`src/rtl/acc_alu_pkg.sv`:
```
package acc_alu_pkg;

   typedef enum logic [3:0] {
      OP_ADD   = 4'd0,
      OP_ADC   = 4'd1,
      OP_SUB   = 4'd2,
      OP_SBC   = 4'd3,
      OP_AND   = 4'd4,
      OP_XOR   = 4'd5,
      OP_OR    = 4'd6,
      OP_CMP   = 4'd7,
      OP_INC   = 4'd8,
      OP_DEC   = 4'd9,
      OP_ADDW  = 4'd10,
      OP_ADDSP = 4'd11
   } alu_op_e;

   typedef enum logic [1:0] {
      LG_AND = 2'd0,
      LG_XOR = 2'd1,
      LG_OR  = 2'd2
   } logic_sel_e;

   typedef struct packed {
      logic z;
      logic n;
      logic h;
      logic c;
   } alu_flags_t;

endpackage

```
`src/rtl/acc_alu_addsub.sv`:
```
module acc_alu_addsub #(
   parameter int WIDTH         = 8,
   parameter int NIBBLE        = 4,
   parameter bit SUB_BY_INVERT = 1'b1
) (
   input  logic [WIDTH-1:0] a,
   input  logic [WIDTH-1:0] b,
   input  logic             cin,
   input  logic             sub,
   output logic [WIDTH-1:0] sum,
   output logic             c_out,
   output logic             h_out
);

   generate
      if (SUB_BY_INVERT) begin : g_invert
         // a - b - cin == a + ~b + ~cin ; borrow is the inverted carry
         logic [WIDTH-1:0]  b_eff;
         logic              c_eff;
         logic [WIDTH:0]    full;
         logic [NIBBLE:0]   low;

         always_comb begin
            b_eff = sub ? ~b : b;
            c_eff = sub ? ~cin : cin;
            full  = {1'b0, a} + {1'b0, b_eff} + {{WIDTH{1'b0}}, c_eff};
            low   = {1'b0, a[NIBBLE-1:0]} + {1'b0, b_eff[NIBBLE-1:0]}
                    + {{NIBBLE{1'b0}}, c_eff};
            sum   = full[WIDTH-1:0];
            c_out = full[WIDTH] ^ sub;
            h_out = low[NIBBLE] ^ sub;
         end
      end else begin : g_direct
         logic [WIDTH:0]  full;
         logic [NIBBLE:0] low;

         always_comb begin
            if (sub) begin
               full = {1'b0, a} - {1'b0, b} - {{WIDTH{1'b0}}, cin};
               low  = {1'b0, a[NIBBLE-1:0]} - {1'b0, b[NIBBLE-1:0]}
                      - {{NIBBLE{1'b0}}, cin};
            end else begin
               full = {1'b0, a} + {1'b0, b} + {{WIDTH{1'b0}}, cin};
               low  = {1'b0, a[NIBBLE-1:0]} + {1'b0, b[NIBBLE-1:0]}
                      + {{NIBBLE{1'b0}}, cin};
            end
            sum   = full[WIDTH-1:0];
            c_out = full[WIDTH];
            h_out = low[NIBBLE];
         end
      end
   endgenerate

endmodule

```
`src/rtl/acc_alu_logic.sv`:
```
module acc_alu_logic
   import acc_alu_pkg::*;
#(
   parameter int WIDTH = 8
) (
   input  logic [WIDTH-1:0] a,
   input  logic [WIDTH-1:0] b,
   input  logic_sel_e       sel,
   output logic [WIDTH-1:0] y
);

   always_comb begin
      case (sel)
         LG_AND:  y = a & b;
         LG_XOR:  y = a ^ b;
         LG_OR:   y = a | b;
         default: y = a;
      endcase
   end

endmodule

```
`src/rtl/acc_alu_wide.sv`:
```
module acc_alu_wide #(
   parameter int WIDTH  = 8,
   parameter int NIBBLE = 4
) (
   input  logic [2*WIDTH-1:0] wa,
   input  logic [2*WIDTH-1:0] wb,
   input  logic [WIDTH-1:0]   offset,
   input  logic               use_offset,
   output logic [2*WIDTH-1:0] wsum,
   output logic               h_out,
   output logic               c_out
);

   localparam int WW    = 2 * WIDTH;
   localparam int HIGHH = WW - NIBBLE;   // pair half-carry taken below the top nibble

   logic [WW:0]      pair_full;
   logic [HIGHH:0]   pair_part;
   logic [WW-1:0]    off_ext;
   logic [WW-1:0]    off_sum;
   logic [WIDTH:0]   off_byte;
   logic [NIBBLE:0]  off_nib;

   always_comb begin
      pair_full = {1'b0, wa} + {1'b0, wb};
      pair_part = {1'b0, wa[HIGHH-1:0]} + {1'b0, wb[HIGHH-1:0]};

      off_ext   = {{WIDTH{offset[WIDTH-1]}}, offset};
      off_sum   = wa + off_ext;
      off_byte  = {1'b0, wa[WIDTH-1:0]} + {1'b0, offset};
      off_nib   = {1'b0, wa[NIBBLE-1:0]} + {1'b0, offset[NIBBLE-1:0]};

      if (use_offset) begin
         wsum  = off_sum;
         h_out = off_nib[NIBBLE];
         c_out = off_byte[WIDTH];
      end else begin
         wsum  = pair_full[WW-1:0];
         h_out = pair_part[HIGHH];
         c_out = pair_full[WW];
      end
   end

endmodule

```
`src/rtl/acc_alu.sv`:
```
module acc_alu
   import acc_alu_pkg::*;
#(
   parameter int WIDTH         = 8,
   parameter int NIBBLE        = 4,
   parameter bit SUB_BY_INVERT = 1'b1
) (
   input  logic [3:0]         op_sel,
   input  logic [WIDTH-1:0]   opnd_a,
   input  logic [WIDTH-1:0]   opnd_b,
   input  logic               carry_in,
   input  logic [2*WIDTH-1:0] pair_a,
   input  logic [2*WIDTH-1:0] pair_b,
   output logic [WIDTH-1:0]   result,
   output logic               result_we,
   output logic [2*WIDTH-1:0] pair_result,
   output logic               pair_we,
   output logic               flag_z,
   output logic               flag_n,
   output logic               flag_h,
   output logic               flag_c,
   output logic               wr_z,
   output logic               wr_n,
   output logic               wr_h,
   output logic               wr_c
);

   localparam int WW = 2 * WIDTH;

   generate
      if (WIDTH < 8 || (WIDTH % 2) != 0) begin : g_bad_width
         $error("acc_alu: WIDTH must be even and at least 8");
      end
      if (NIBBLE < 1 || NIBBLE >= WIDTH) begin : g_bad_nibble
         $error("acc_alu: NIBBLE must lie between 1 and WIDTH-1");
      end
   endgenerate

   alu_op_e          op;
   logic [WIDTH-1:0] as_b;
   logic             as_cin;
   logic             as_sub;
   logic [WIDTH-1:0] as_sum;
   logic             as_c;
   logic             as_h;
   logic             as_zero;
   logic_sel_e       lg_sel;
   logic [WIDTH-1:0] lg_y;
   logic             lg_zero;
   logic [WW-1:0]    wd_sum;
   logic             wd_h;
   logic             wd_c;
   alu_flags_t       fval;
   alu_flags_t       fwe;

   assign op = alu_op_e'(op_sel);

   // operand steering for the shared byte adder
   always_comb begin
      as_b   = opnd_b;
      as_cin = 1'b0;
      as_sub = 1'b0;
      lg_sel = LG_AND;
      case (op)
         OP_ADC:  as_cin = carry_in;
         OP_SUB:  as_sub = 1'b1;
         OP_SBC:  begin as_sub = 1'b1; as_cin = carry_in; end
         OP_CMP:  as_sub = 1'b1;
         OP_INC:  as_b = WIDTH'(1);
         OP_DEC:  begin as_b = WIDTH'(1); as_sub = 1'b1; end
         OP_XOR:  lg_sel = LG_XOR;
         OP_OR:   lg_sel = LG_OR;
         default: ;
      endcase
   end

   acc_alu_addsub #(
      .WIDTH         (WIDTH),
      .NIBBLE        (NIBBLE),
      .SUB_BY_INVERT (SUB_BY_INVERT)
   ) u_addsub (
      .a     (opnd_a),
      .b     (as_b),
      .cin   (as_cin),
      .sub   (as_sub),
      .sum   (as_sum),
      .c_out (as_c),
      .h_out (as_h)
   );

   acc_alu_logic #(
      .WIDTH (WIDTH)
   ) u_logic (
      .a   (opnd_a),
      .b   (opnd_b),
      .sel (lg_sel),
      .y   (lg_y)
   );

   acc_alu_wide #(
      .WIDTH  (WIDTH),
      .NIBBLE (NIBBLE)
   ) u_wide (
      .wa         (pair_a),
      .wb         (pair_b),
      .offset     (opnd_b),
      .use_offset (op == OP_ADDSP),
      .wsum       (wd_sum),
      .h_out      (wd_h),
      .c_out      (wd_c)
   );

   assign as_zero = (as_sum == '0);
   assign lg_zero = (lg_y == '0);

   // result selection and per-operation flag policy
   always_comb begin
      result      = opnd_a;
      result_we   = 1'b0;
      pair_result = pair_a;
      pair_we     = 1'b0;
      fval        = '0;
      fwe         = '0;
      case (op)
         OP_ADD, OP_ADC: begin
            result    = as_sum;
            result_we = 1'b1;
            fval      = '{z: as_zero, n: 1'b0, h: as_h, c: as_c};
            fwe       = '1;
         end
         OP_SUB, OP_SBC: begin
            result    = as_sum;
            result_we = 1'b1;
            fval      = '{z: as_zero, n: 1'b1, h: as_h, c: as_c};
            fwe       = '1;
         end
         OP_CMP: begin
            fval      = '{z: as_zero, n: 1'b1, h: as_h, c: as_c};
            fwe       = '1;
         end
         OP_AND: begin
            result    = lg_y;
            result_we = 1'b1;
            fval      = '{z: lg_zero, n: 1'b0, h: 1'b1, c: 1'b0};
            fwe       = '1;
         end
         OP_XOR, OP_OR: begin
            result    = lg_y;
            result_we = 1'b1;
            fval      = '{z: lg_zero, n: 1'b0, h: 1'b0, c: 1'b0};
            fwe       = '1;
         end
         OP_INC, OP_DEC: begin
            result    = as_sum;
            result_we = 1'b1;
            fval      = '{z: as_zero, n: as_sub, h: as_h, c: 1'b0};
            fwe       = '{z: 1'b1, n: 1'b1, h: 1'b1, c: 1'b0};
         end
         OP_ADDW: begin
            pair_result = wd_sum;
            pair_we     = 1'b1;
            fval        = '{z: 1'b0, n: 1'b0, h: wd_h, c: wd_c};
            fwe         = '{z: 1'b0, n: 1'b1, h: 1'b1, c: 1'b1};
         end
         OP_ADDSP: begin
            pair_result = wd_sum;
            pair_we     = 1'b1;
            fval        = '{z: 1'b0, n: 1'b0, h: wd_h, c: wd_c};
            fwe         = '1;
         end
         default: ;
      endcase
   end

   assign flag_z = fval.z;
   assign flag_n = fval.n;
   assign flag_h = fval.h;
   assign flag_c = fval.c;
   assign wr_z   = fwe.z;
   assign wr_n   = fwe.n;
   assign wr_h   = fwe.h;
   assign wr_c   = fwe.c;

endmodule

```
`config.mk`:
```
export PLATFORM = sky130hd
export DESIGN_NAME = acc_alu
export DESIGN_NICKNAME = d
export VERILOG_FILES = /design/src/rtl/acc_alu_pkg.sv /design/src/rtl/acc_alu_addsub.sv /design/src/rtl/acc_alu_logic.sv /design/src/rtl/acc_alu_wide.sv /design/src/rtl/acc_alu.sv
export SDC_FILE = /design/constraint.sdc
export NUM_CORES = 1
export LEC_CHECK = 0
export BUFFER_PORTS_ARGS = -buffer_cell sky130_fd_sc_hd__buf_2
export CAP_MARGIN = 20
export CORE_MARGIN = 8
export CORE_UTILIZATION = 25
export DETAILED_ROUTE_END_ITERATION = 8
export GPL_TIMING_DRIVEN = 0
export MAX_ROUTING_LAYER = met4
export SLEW_MARGIN = 20
export SYNTH_ARGS = -nofsm -noshare
export SYNTH_HDL_FRONTEND = slang
export SYNTH_SLANG_ARGS = --single-unit
```
`constraint.sdc`:
```
create_clock -name vclk -period 8.6
set_clock_uncertainty 0.1 [all_clocks]
set_input_delay 0.86 -clock vclk [all_inputs]
set_output_delay 0.86 -clock vclk [all_outputs]
set_load 0.1 [all_outputs]
```
# Yosys cells after proc, flatten, opt, wreduce, memory -nomap -nowiden
# Cells that the tools add are included.
[word_totals]
latch_bits = 0
romBits = 0
mem_bits_rw = 0
word_cells = 60
inputBits = 53
memories = 0
ff_bits = 0
output_inout_bits = 34
[classes]
muxes = 16
eq_ne = 13
n_shift = 0
addsub = 9
reduce_logical = 15
bitwise = 7
multipliers = 0
div_mod_pow = 0
magnitude_cmp = 0
[op_table]
columns = ["op", "count"]
rows = [
  ["16-bit 2-to-1 mux", 2],
  ["4-bit case mux with 6 select lines", 1],
  ["8-bit case mux with 3 select lines", 1],
  ["8-bit by 8-bit adder with 9-bit output", 2],
  ["9-bit OR reduction", 2],
  ["16-bit by 16-bit adder with 17-bit output", 1],
  ["16-bit adder", 1],
  ["4-bit by 3-bit == test with 1-bit output (second input constant)", 4],
  ["4-bit == test (second input constant)", 4],
  ["8-bit logical NOT", 2],
  ["8-bit 2-to-1 mux", 2],
  ["8-bit case mux with 2 select lines", 1],
  ["12-bit by 12-bit adder with 13-bit output", 1],
  ["4-bit case mux with 3 select lines", 1],
  ["4-bit by 4-bit adder with 5-bit output", 2],
  ["2-bit OR reduction", 5],
  ["9-bit by 1-bit adder with 9-bit output", 1],
  ["8-bit bitwise AND", 1],
  ["4-bit by 2-bit == test with 1-bit output (second input constant)", 2],
  ["8-bit inverter", 1],
  ["8-bit bitwise OR", 1],
  ["8-bit XOR", 1],
  ["1-bit 2-to-1 mux", 7],
  ["3-bit OR reduction", 2],
  ["other kinds (11)", 12],
]

# Depth between registers and ports, before layout
# Gate-level depths: netlist of run 1.
[logic_depth]
depth_word = 9
mapped_depth = 16
ltp_nobuf = 16

# Modules after synthesis
# Synthesis of run 1 repeated with hierarchy kept, for this count alone.
[unflattened]
cells_unflattened = 421
area_unflattened_um2 = 3280.6
[modules_own_cells]
columns = ["module", "area_each_um2", "instances", "cells_per_inst", "seq_area_each_um2"]
rows = [
  ["acc_alu_wide", 1644.1, 1, 231, 0.0],
  ["acc_alu", 710.7, 1, 88, 0.0],
  ["acc_alu_logic", 486.7, 1, 50, 0.0],
  ["acc_alu_addsub", 439.2, 1, 52, 0.0],
]

# Least setup slack after synthesis of run 1
# OpenSTA, ideal clock, no wires.
[synth_timing]
path_type = "input-to-output"
from = "input op_sel[0]"
to = "output flag_c"
arrival_ns = 4.884
path_stages = 15
path_buffers = 2
slack_ns = 2.756
t_required_ns = 7.640
path_cell_list = "clkbuf_1 buf_1 a21oi_1 a31oi_1 o21ai_0 fa_1 inv_1 fa_1 nor2b_1 o21ai_2 nand2_1 a2111o_1 a31oi_1 mux2i_1 o22ai_1"
[synth_via]
elab_chain_len = 9
elab_cells_between_ends = 31
classes_between = "add/sub (2); eq/ne (11); mux (7); bitwise (3); reduce/logical (8)"
[synth_lines]
columns = ["item", "line_no", "text"]
rows = [
  ["start: declaration", "acc_alu.sv:8", "input logic [3:0] op_sel,"],
  ["4-bit == test", "acc_alu.sv:64, acc_alu.sv:124", ""],
  ["2-bit OR reduction (no source line)", "--", ""],
  ["8-bit 2-to-1 mux", "acc_alu.sv:64", "case (op)"],
  ["8-bit inverter", "acc_alu_addsub.sv:24", "b_eff = sub ? ~b : b;"],
  ["8-bit 2-to-1 mux", "acc_alu_addsub.sv:24", ""],
  ["8-bit by 8-bit adder with 9-bit output", "acc_alu_addsub.sv:26", "full = {1'b0, a} + {1'b0, b_eff} + {{WIDTH{1'b0}}, c_eff};"],
  ["9-bit by 1-bit adder with 9-bit output", "acc_alu_addsub.sv:26", ""],
  ["1-bit XOR", "acc_alu_addsub.sv:30", "c_out = full[WIDTH] ^ sub;"],
  ["4-bit case mux with 6 select lines *", "acc_alu.sv:124", "case (op)"],
  ["end: declaration", "acc_alu.sv:21", "output logic flag_c,"],
]
# Mark *: on every way between the ends. The rest lies on a longest branch, timed or not.

# Worst setup path after layout of run 1
# Ends and elaborated chain as after synthesis.

==> key figures, run 1 <==
Outcome
  • Status: finished clean

Cells and area
  • Share of layout cells above drive strength 1: 18.59%
  • Number of fillers in the final layout: 1439
  • Multi-input gate area: 3023 um2
  • Seq Cell Count: 0
  • Clkbuf count: 0
  • Most frequent cells in the layout: 91 x buf_2, 57 x nor2_1, 54 x ha_1
  • Most common cell after layout, fill and taps aside: buf_2
  • Fin util: 30.78%
  • Nets: 694
  • Area delta synth->final: 19.85%
  • Reg area: 0 um2
  • Final instance area: 3884 um2

Pwr
  • Design Power: 0.0003926 W
  • VDD IR max: 0.05280 mV
  • Lkg Pwr: 1.796 nW
  • Pwr/cell area: 101.1 nW/um2

Worst setup path
  • CP endpoint kind: primary output
  • WP data arrival: 4.87 ns
  • Worst setup path category: input port to primary output
  • Required @ worst endpoint: 7.64 ns
  • Crit path max fanout: 10
  • CP Launch Type: input port
  • CP startpoint: op_sel[0]

Route
  • Number of remaining DRC errors: 0
  • Via count: 3969
  • Antenna Nets Post-Route: 0
  • 1st-pass router iterations: 5
  • DRT iter0 DRCs: 245
  • DR vias/cell: 5.264
  • Routed WL: 11910 um
  • Wire per inst: 15.80 um

Timing
  • Slew HR: 56.51%
  • Period utilization: 67.80%
  • Tightest Pin Transition: 0.6468 ns
  • Max Freq: 0.1715 GHz
  • Max Slew Vio Count: 0
  • RSZ-0062 raised after global routing: false
  • Final hold violation count: 0
  • Tmin final: 5.831 ns
  • Worst setup margin: 2.769 ns
  • Setup Viol. Count Final: 0
  • TNS Setup: 0 ns

Yosys
  • Yosys cell types: 64
  • Post-synthesis adder-cell area fraction: 23.32%
  • Main combinational cell family by area after synthesis: compound AO/OA/AOI/OAI gates
  • Syn Area/Cell: 6.533 um2
  • Yosys warnings: 0
  • Sequential area share after synthesis: 0%
  • Synth Area in Compound Gates: 36.99%
  • Mux cell area share after synthesis: 1.853%
  • Syn Nets: 607
  • Netlist Area Pre-Place: 3241 um2
  • Gate Count Post-Synth: 496
  • Simple-gate share of the synthesized area: 23.82%
  • XOR/XNOR Fraction of Synth Area: 7.297%

Global routing
  • Vias in the first global route: 3624
  • First-pass GRT wire length: 18690 um
  • Initial antenna violation count: 1
  • Tot GR Track Use: 13.83%
  • Pin count of the biggest net entering global routing: 15
  • Overflow after GRT: 0

Min path
  • Hold Crit Start: pair_a[0]
  • HP Class: input port to primary output
  • Hold Crit Depth: 4

Clocking
  • Post-cts resize count: 0
  • Post-CTS Setup Bufs: 0
  • CTS Hold Bufs: 0

Placement
  • Dpl cell area: 3881 um2
  • DP HPWL: 9928 um
  • Pre-CTS setup slack: 2.737 ns
  • Buffers on Ports: 85
  • Routability congestion estimate: 0.8918

Flow run
  • MaxCap Viol Count: 0

Floorplanning
  • Initial Util: 25.68%
  • Core box area: 12620 um2
  • Die outline width: 129.9 um
  • # IOs: 87
  • Die height: 129.9 um
  • Die ar.: 16860 um2
  • Row cnt: 41
through the flow:
| stage | std cells | hold WS, ns |
|---|---|---|
| finish | 754 | 2.148 |
| global route | 754 | 2.171 |
| CTS | 753 | 2.148 |
| detailed placement | 753 | 2.144 |
| global placement | 753 | 2.138 |
| floorplan | 496 | 1.936 |
Yosys cell counts, drive strengths merged (2+ instances only):
| cell type | number | area (um2) |
|---|---|---|
| a21o | 10 | 75.07 |
| mux2i | 6 | 60.06 |
| o221ai | 11 | 96.34 |
| nor3 | 15 | 75.07 |
| clkbuf | 14 | 52.55 |
| a31oi | 10 | 62.56 |
| a211oi | 13 | 107.6 |
| nand3 | 12 | 65.06 |
| a22o | 2 | 18.77 |
| fa | 4 | 80.08 |
| and2 | 3 | 18.77 |
| buf | 10 | 56.31 |
| clkinv | 2 | 7.510 |
| nand4 | 6 | 37.54 |
| nand2b | 8 | 50.05 |
| ha | 54 | 675.7 |
| a211o | 2 | 18.77 |
| o211ai | 6 | 45.04 |
| and3 | 3 | 20.02 |
| a221oi | 5 | 43.79 |
| xnor2 | 10 | 87.58 |
| nor2b | 5 | 31.28 |
| nor4b | 2 | 23.77 |
| a22oi | 6 | 45.04 |
| nand2 | 47 | 176.4 |
| and2b | 2 | 16.27 |
| o21ai | 50 | 254.0 |
| xor2 | 17 | 148.9 |
| o22ai | 6 | 37.54 |
| a21oi | 50 | 250.2 |
| nor2 | 58 | 220.2 |
| o21a | 2 | 15.01 |
| inv | 27 | 101.4 |
worst max-delay path, stage by stage:
cell	delay [ns]
buf_2	0.13
clkbuf_1	0.33
buf_1	0.52
a21oi_1	0.08
a31oi_1	0.16
o21ai_0	0.15
fa_1	0.49
inv_1	0.09
fa_1	0.20
nor2b_1	0.07
o21ai_2	0.13
nand2_1	0.15
a2111o_1	0.44
a31oi_1	0.25
mux2i_1	0.11
o22ai_1	0.22
buf_2	0.47
logic make-up after synthesis:
family,after synthesis
multiplexers,6
buffers and inverters,53
XOR/XNOR,27
AND/OR/NAND/NOR,166
adder cells (fa/ha/maj),58
AO/OA/AOI/OAI,186
routing by layer:
layer | routed length, um | track usage [%] | up-vias | part of all wire (%)
li1 | - | - | 2012 | -
met1 | 5686 | 19.11 | 1824 | 48
met2 | 5529 | 22.79 | 127 | 46
met3 | 612 | 0.6936 | 6 | 5.1
met4 | 84 | 0.7514 | 0 | 0.71
met5 | 0 | - | - | 0
path summary, 6_finish.rpt:
path,endpoint,slack [ns]
worst min-delay path,pair_result[0],2.15
worst max-delay path,flag_c,2.77
where the power goes:
| group | internal [W] | leakage [nW] | switching [W] |
|---|---|---|---|
| clock | 0.0000000000155 | 0.00000634 | 0 |
| sequential | 0 | 0 | 0 |
| combinational | 0.000112 | 1.80 | 0.000281 |
| total | 0.000112 | 1.80 | 0.000281 |
final cells by class:
class	count	share of cell area, %
multi-input combinational	443	77.84
tap	172	5.541
inverter	29	2.803
antenna	1	0.06443
timing repair buffer	85	10.95
buffer	24	2.803
No activity file was read; power rests on OpenSTA's default activity.
==> run 2, diff against run 1 <==
- ABC_AREA: unset -> 1
- clock period: 8.6 -> 6.06 ns (I/O delays scaled with it)
==> key figures, run 2 <==
Cells and area
  • Clkbuf count: 0 (unchanged)
  • Share of layout cells above drive strength 1: 14.82% (-3.8 points)
  • Seq Cell Count: 0 (unchanged)
  • Area delta synth->final: 18.95%
  • Most frequent cells in the layout: 234 x nand2_1, 105 x inv_1, 89 x buf_2
  • Nets: 855 (+23%)
  • Reg area: 0 um2 (unchanged)
  • Most common cell after layout, fill and taps aside: nand2_1
  • Filler-free cell count of the finished design: 922 (+22%)
  • Ant diodes: 0 (-1)

Timing
  • Tmin final: 4.486 ns
  • Max Slew Vio Count: 0 (unchanged)
  • Max Freq: 0.2229 GHz
  • Tightest Pin Transition: 0.5769 ns (-0.06983 ns)
  • Final hold violation count: 0 (unchanged)
  • RSZ-0062 raised after global routing: false
  • Setup Viol. Count Final: 0 (unchanged)
  • WHS: 1.596 ns (-0.5521 ns)
  • Slew HR: 61.54% (+5.0 points)
  • Period utilization: 74.03%
  • TNS Setup: 0 ns (unchanged)

Global routing
  • First-pass GRT wire length: 19980 um (+6.9%)
  • Tot GR Track Use: 13.54% (-0.29 points)
  • Overflow after GRT: 0 (unchanged)
  • Vias in the first global route: 4194 (+16%)
  • Pin count of the biggest net entering global routing: 13 (-2)
  • Initial antenna violation count: 0 (-1)

Yosys
  • Most common cell in the synthesized netlist: nand2_1
  • Yosys warnings: 0 (unchanged)
  • Yosys top cell area share: 25.39% (+4.5 points)
  • Yosys cell types: 38 (-41%)
  • Biggest area consumer among synthesized cells: nand2_1
  • Synth top cells by count: 234 x nand2_1, 105 x inv_1, 65 x nand3_1, 54 x ha_1, 50 x nor2_1
  • Gate Count Post-Synth: 656 (+32%)
  • Synth area leaders: nand2_1 25%, ha_1 20%, inv_1 11%
  • Syn Area/Cell: 5.274 um2 (-19%)
  • Syn Nets: 767 (+26%)
  • Netlist Area Pre-Place: 3460 um2 (+6.8%)
  • Sequential area share after synthesis: 0% (unchanged)

Min path
  • Hold Crit Depth: 3 (-1)
  • Hold Crit Start: op_sel[2]
  • Hold path endpoint: wr_h
  • HP Class: input port to primary output

Flow run
  • MaxCap Viol Count: 0 (unchanged)

Floorplanning
  • # IOs: 87 (unchanged)
  • Die ar.: 17860 um2 (+5.9%)
  • Die outline width: 133.6 um (+2.9%)
  • Row cnt: 43 (+4.9%)
  • Initial Util: 25.22% (-0.46 points)
  • Die height: 133.6 um (+2.9%)
  • Core box area: 13720 um2 (+8.7%)

Route
  • Wire per inst: 12.86 um (-19%)
  • Number of remaining DRC errors: 0 (unchanged)
  • Routed WL: 11860 um (-0.44%)
  • DRT iter0 DRCs: 243 (-0.82%)
  • DR vias/cell: 4.557 (-13%)
  • Via count: 4202 (+5.9%)
  • 1st-pass router iterations: 5 (unchanged)
  • Antenna Nets Post-Route: 0 (unchanged)

Placement
  • DP HPWL: 10510 um (+5.8%)
  • Buffers on Ports: 86 (+1.2%)
  • DP Cell Count: 922 (+22%)
  • Routability congestion estimate: 0.9221 (+3.4%)

Worst setup path
  • WP data arrival: 3.78 ns (-1.09 ns)
  • Crit path max fanout: 10 (unchanged)
  • Required @ worst endpoint: 5.35 ns (-2.29 ns)
  • CP Launch Type: input port
  • CP endpoint kind: primary output
  • Worst setup path category: input port to primary output

Clocking
  • Post-cts resize count: 0 (unchanged)
  • Post-CTS Setup Bufs: 0 (unchanged)
  • CTS Hold Bufs: 0 (unchanged)

Pwr
  • Lkg Pwr: 2.473 nW (+38%)
  • Pwr/cell area: 141.0 nW/um2 (+39%)
  • VDD IR max: 0.05163 mV (-2.2%)

Outcome
  • Status: finished clean
[run 2: cell types whose count changed after synthesis, sizes merged, moves of 7 or more]
cell | previous run | this run
nand2 | 47 | 234
inv | 27 | 112
nand3 | 12 | 65
o21ai | 50 | 24
a21oi | 50 | 35
a211oi | 13 | 0
clkbuf | 14 | 1
nor3 | 15 | 5
a21o | 10 | 1
nand2b | 8 | 0
a31oi | 10 | 3
o221ai | 11 | 4
[run 2: worst max-delay path by stage]
stage	from	to	slack, ns	cells past startpoint
after floorplan	pair_a[0]	pair_result[2]	0.52	5
after global placement	op_sel[3]	flag_z	1.56	17
after detailed placement	op_sel[3]	flag_z	1.54	18
after CTS	op_sel[3]	flag_z	1.53	18
after global routing	op_sel[3]	flag_z	1.20	18
final	op_sel[3]	flag_z	1.57	17
[run 2: critical path: stages]
cell and delay (ns):
buf_2 0.19, nand2_1 0.15, o31ai_2 0.38, buf_6 0.23
xor2_1 0.20, fa_1 0.26, inv_1 0.07, fa_1 0.39
inv_1 0.07, nand3_1 0.06, nand2_1 0.16, xor2_1 0.22
nand3_1 0.09, nor2_1 0.12, nand3_1 0.09, nand2_1 0.07
buf_2 0.42
[run 2: cells by family (layout without fill, tap and decap cells)]
family                     Yosys count  in the layout  synth area share (%)
adders and majority gates           58             58                 21.84
xor gates and xnor gates            22             22                 5.787
AOI/OAI and AO/OA                   77             77                 12.62
and+or+nand+nor                    377            377                 45.75
buffers and inverters              122            208                 14.00
[run 2: area by class of cell]
class,count,area [um2]
multi-input cells,534,2975
fillers,1652,9604
well taps,180,225.2
repair buffers,86,430.4
plain buffers,9,60.06
inverters,113,424.2
[run 2: power by group]
group,internal [W],switching (W),total (W),leakage [nW]
clock network,0,0,0,0
registers,0,0,0,0
logic,0.000153,0.000427,0.000580,2.47
[run 2: metal layers]
metal	track usage (%)	part of all wire (%)	up-vias
li1	-	-	2272
met1	17.49	49	1842
met2	23.46	47	84
met3	0.7530	3.6	4
met4	1.435	0.57	0
met5	-	0	-
[run 2: metrics by stage]
stage	utilization (%)	cell area (um2)	setup WS, ns	total power (W)
6_report	30.00	4115	1.574	0.0005802
2_1_floorplan	-	3460	0.5204	0.0004584
5_1_grt	30.00	4115	1.201	0.0006388
3_3_place_gp	30.00	4115	1.556	0.0005771
3_5_place_dp	30.00	4115	1.540	0.0005803
4_1_cts	30.00	4115	1.532	0.0005822
==> run 3, diff against run 2 <==
- clock period: 6.06 -> 3.7 ns (I/O delays scaled with it)
==> key figures, run 3 (synthesized netlist as in run 2, its figures left out) <==
Worst setup path
  • WP data arrival: 3.09 ns (-0.69 ns)
  • CP startpoint: op_sel[2]
  • Crit path max fanout: 6 (-4)
  • Required @ worst endpoint: 3.23 ns (-2.12 ns)
  • CP Launch Type: input port
  • Worst setup path category: input port to primary output
  • CP endpoint kind: primary output

Timing
  • Tmin final: 3.559 ns
  • Final hold violation count: 0 (unchanged)
  • Period utilization: 96.19%
  • Max Slew Vio Count: 0 (unchanged)
  • WHS: 1.102 ns (-0.4937 ns)
  • Max Freq: 0.2810 GHz
  • Setup Viol. Count Final: 0 (unchanged)
  • Slew HR: 61.83% (+0.29 points)
  • Tightest Pin Transition: 0.5725 ns (-0.004417 ns)
  • Worst setup margin: 0.1409 ns (-1.433 ns)

Route
  • Routed WL: 12110 um (+2.1%)
  • Wire per inst: 13.08 um (+1.7%)
  • 1st-pass router iterations: 5 (unchanged)
  • DR vias/cell: 4.617 (+1.3%)
  • Antenna Nets Post-Route: 0 (unchanged)
  • DRT iter0 DRCs: 221 (-9.1%)
  • Number of remaining DRC errors: 0 (unchanged)
  • Via count: 4275 (+1.7%)

Pwr
  • Sw Ratio: 72.45% (-1.1 points)
  • Lkg Pwr: 2.517 nW (+1.8%)
  • P_sw: 0.0007203 W (+69%)
  • Pwr/cell area: 233.6 nW/um2 (+66%)
  • Clock share of power: 0% (unchanged)
  • VDD IR max: 0.1763 mV (+240%)
  • Combinational power share: 100.0% (about the same)
  • Design Power: 0.0009942 W (+71%)
  • Internal power: 0.0002739 W (+79%)
  • Register share of total power: 0% (unchanged)

Floorplanning
  • # IOs: 87 (unchanged)
  • Die outline width: 133.6 um (unchanged)
  • Die height: 133.6 um (unchanged)
  • Die ar.: 17860 um2 (unchanged)
  • Core box area: 13720 um2 (unchanged)
  • Row cnt: 43 (unchanged)
  • Initial Util: 25.22% (unchanged)

Global routing
  • Overflow after GRT: 0 (unchanged)
  • Initial antenna violation count: 0 (unchanged)
  • Pin count of the biggest net entering global routing: 13 (unchanged)
  • Vias in the first global route: 4062 (-3.1%)
  • Tot GR Track Use: 13.61% (+0.074 points)
  • First-pass GRT wire length: 19940 um (-0.21%)

Cells and area
  • Share of layout cells above drive strength 1: 17.02% (+2.2 points)
  • Reg area: 0 um2 (unchanged)
  • Final instance area: 4255 um2 (+3.4%)
  • Seq Cell Count: 0 (unchanged)
  • Clkbuf count: 0 (unchanged)
  • Ant diodes: 0 (unchanged)
  • Most common cell after layout, fill and taps aside: nand2_1
  • Area delta synth->final: 23.00%
  • Most frequent cells in the layout: 231 x nand2_1, 105 x inv_1, 85 x buf_2
  • Nets: 859 (+0.47%)

Outcome
  • Status: finished clean

Placement
  • Pre-CTS setup slack: -0.3481 ns (-1.888 ns)
  • Routability congestion estimate: 0.8714 (-5.5%)
  • Buffers on Ports: 86 (unchanged)
  • Dpl cell area: 4189 um2 (+1.8%)
  • DP HPWL: 10640 um (+1.3%)

Min path
  • Hold Crit Depth: 3 (unchanged)
  • Hold Crit Start: op_sel[3]
  • HP Class: input port to primary output

Flow run
  • MaxCap Viol Count: 0 (unchanged)
run 3: cell types whose count changed in the layout (fill, tap and decap cells not counted), moves of 3 or more:
cell and change:
buf_2 -4, buf_4 +4, nand2_1 -3, o21ai_0 -3
run 3: metal layers:
| layer | vias up | track usage, % | routed length, um |
|---|---|---|---|
| met3 | 8 | 0.2636 | 325 |
| met4 | 0 | 1.684 | 129 |
| li1 | 2278 | - | - |
| met5 | - | - | 0 |
| met1 | 1906 | 17.28 | 5602 |
| met2 | 83 | 24.24 | 6051 |
run 3: worst paths after layout:
check | to | slack (ns)
worst min-delay path | wr_c | 1.10
worst max-delay path | flag_h | 0.14
run 3: power groups by stage:
stage	registers (W)	clock network, W	logic (W)
floorplan	0	0	0.000768
global placement	0	0	0.000974
detailed placement	0	0	0.000976
CTS	0	0	0.000984
global route	0	0	0.00109
finish	0	0	0.000994
run 3: final cells by class:
type                            instances  area [um2]
Multi-Input combinational cell        534        3042
Timing Repair Buffer                   90       488.0
Tap cell                              180       225.2
Inverter                              113       425.4
Fill cell                            1594        9464
Buffer                                  9       75.07
run 3: per-stage QoR:
step / utilization, % / cells / TNS (ns)
after floorplan: - / 656 / -0.8848
after global placement: 30.53 / 922 / -0.7880
after detailed placement: 30.53 / 922 / -0.9279
after CTS: 30.73 / 924 / 0
after global routing: 31.02 / 926 / -0.002286
final: 31.02 / 926 / 0
run 3: timing repair:
action,CTS,global route
resized for setup,5,5
pin swaps,1,1
setup endpoints to repair,5,3
hold buffers,0,0
buffers inserted,2,2
run 3: worst max-delay path: stages:
cell and delay, ns:
buf_2 0.13, inv_2 0.10, nand2_4 0.08, o31ai_4 0.31, buf_12 0.16, xor2_2 0.16
fa_2 0.26, inv_1 0.06, fa_2 0.35, inv_1 0.07, nand3_1 0.07, nand2_2 0.15
xor2_1 0.16, nand2_1 0.06, o211ai_1 0.11, buf_2 0.48
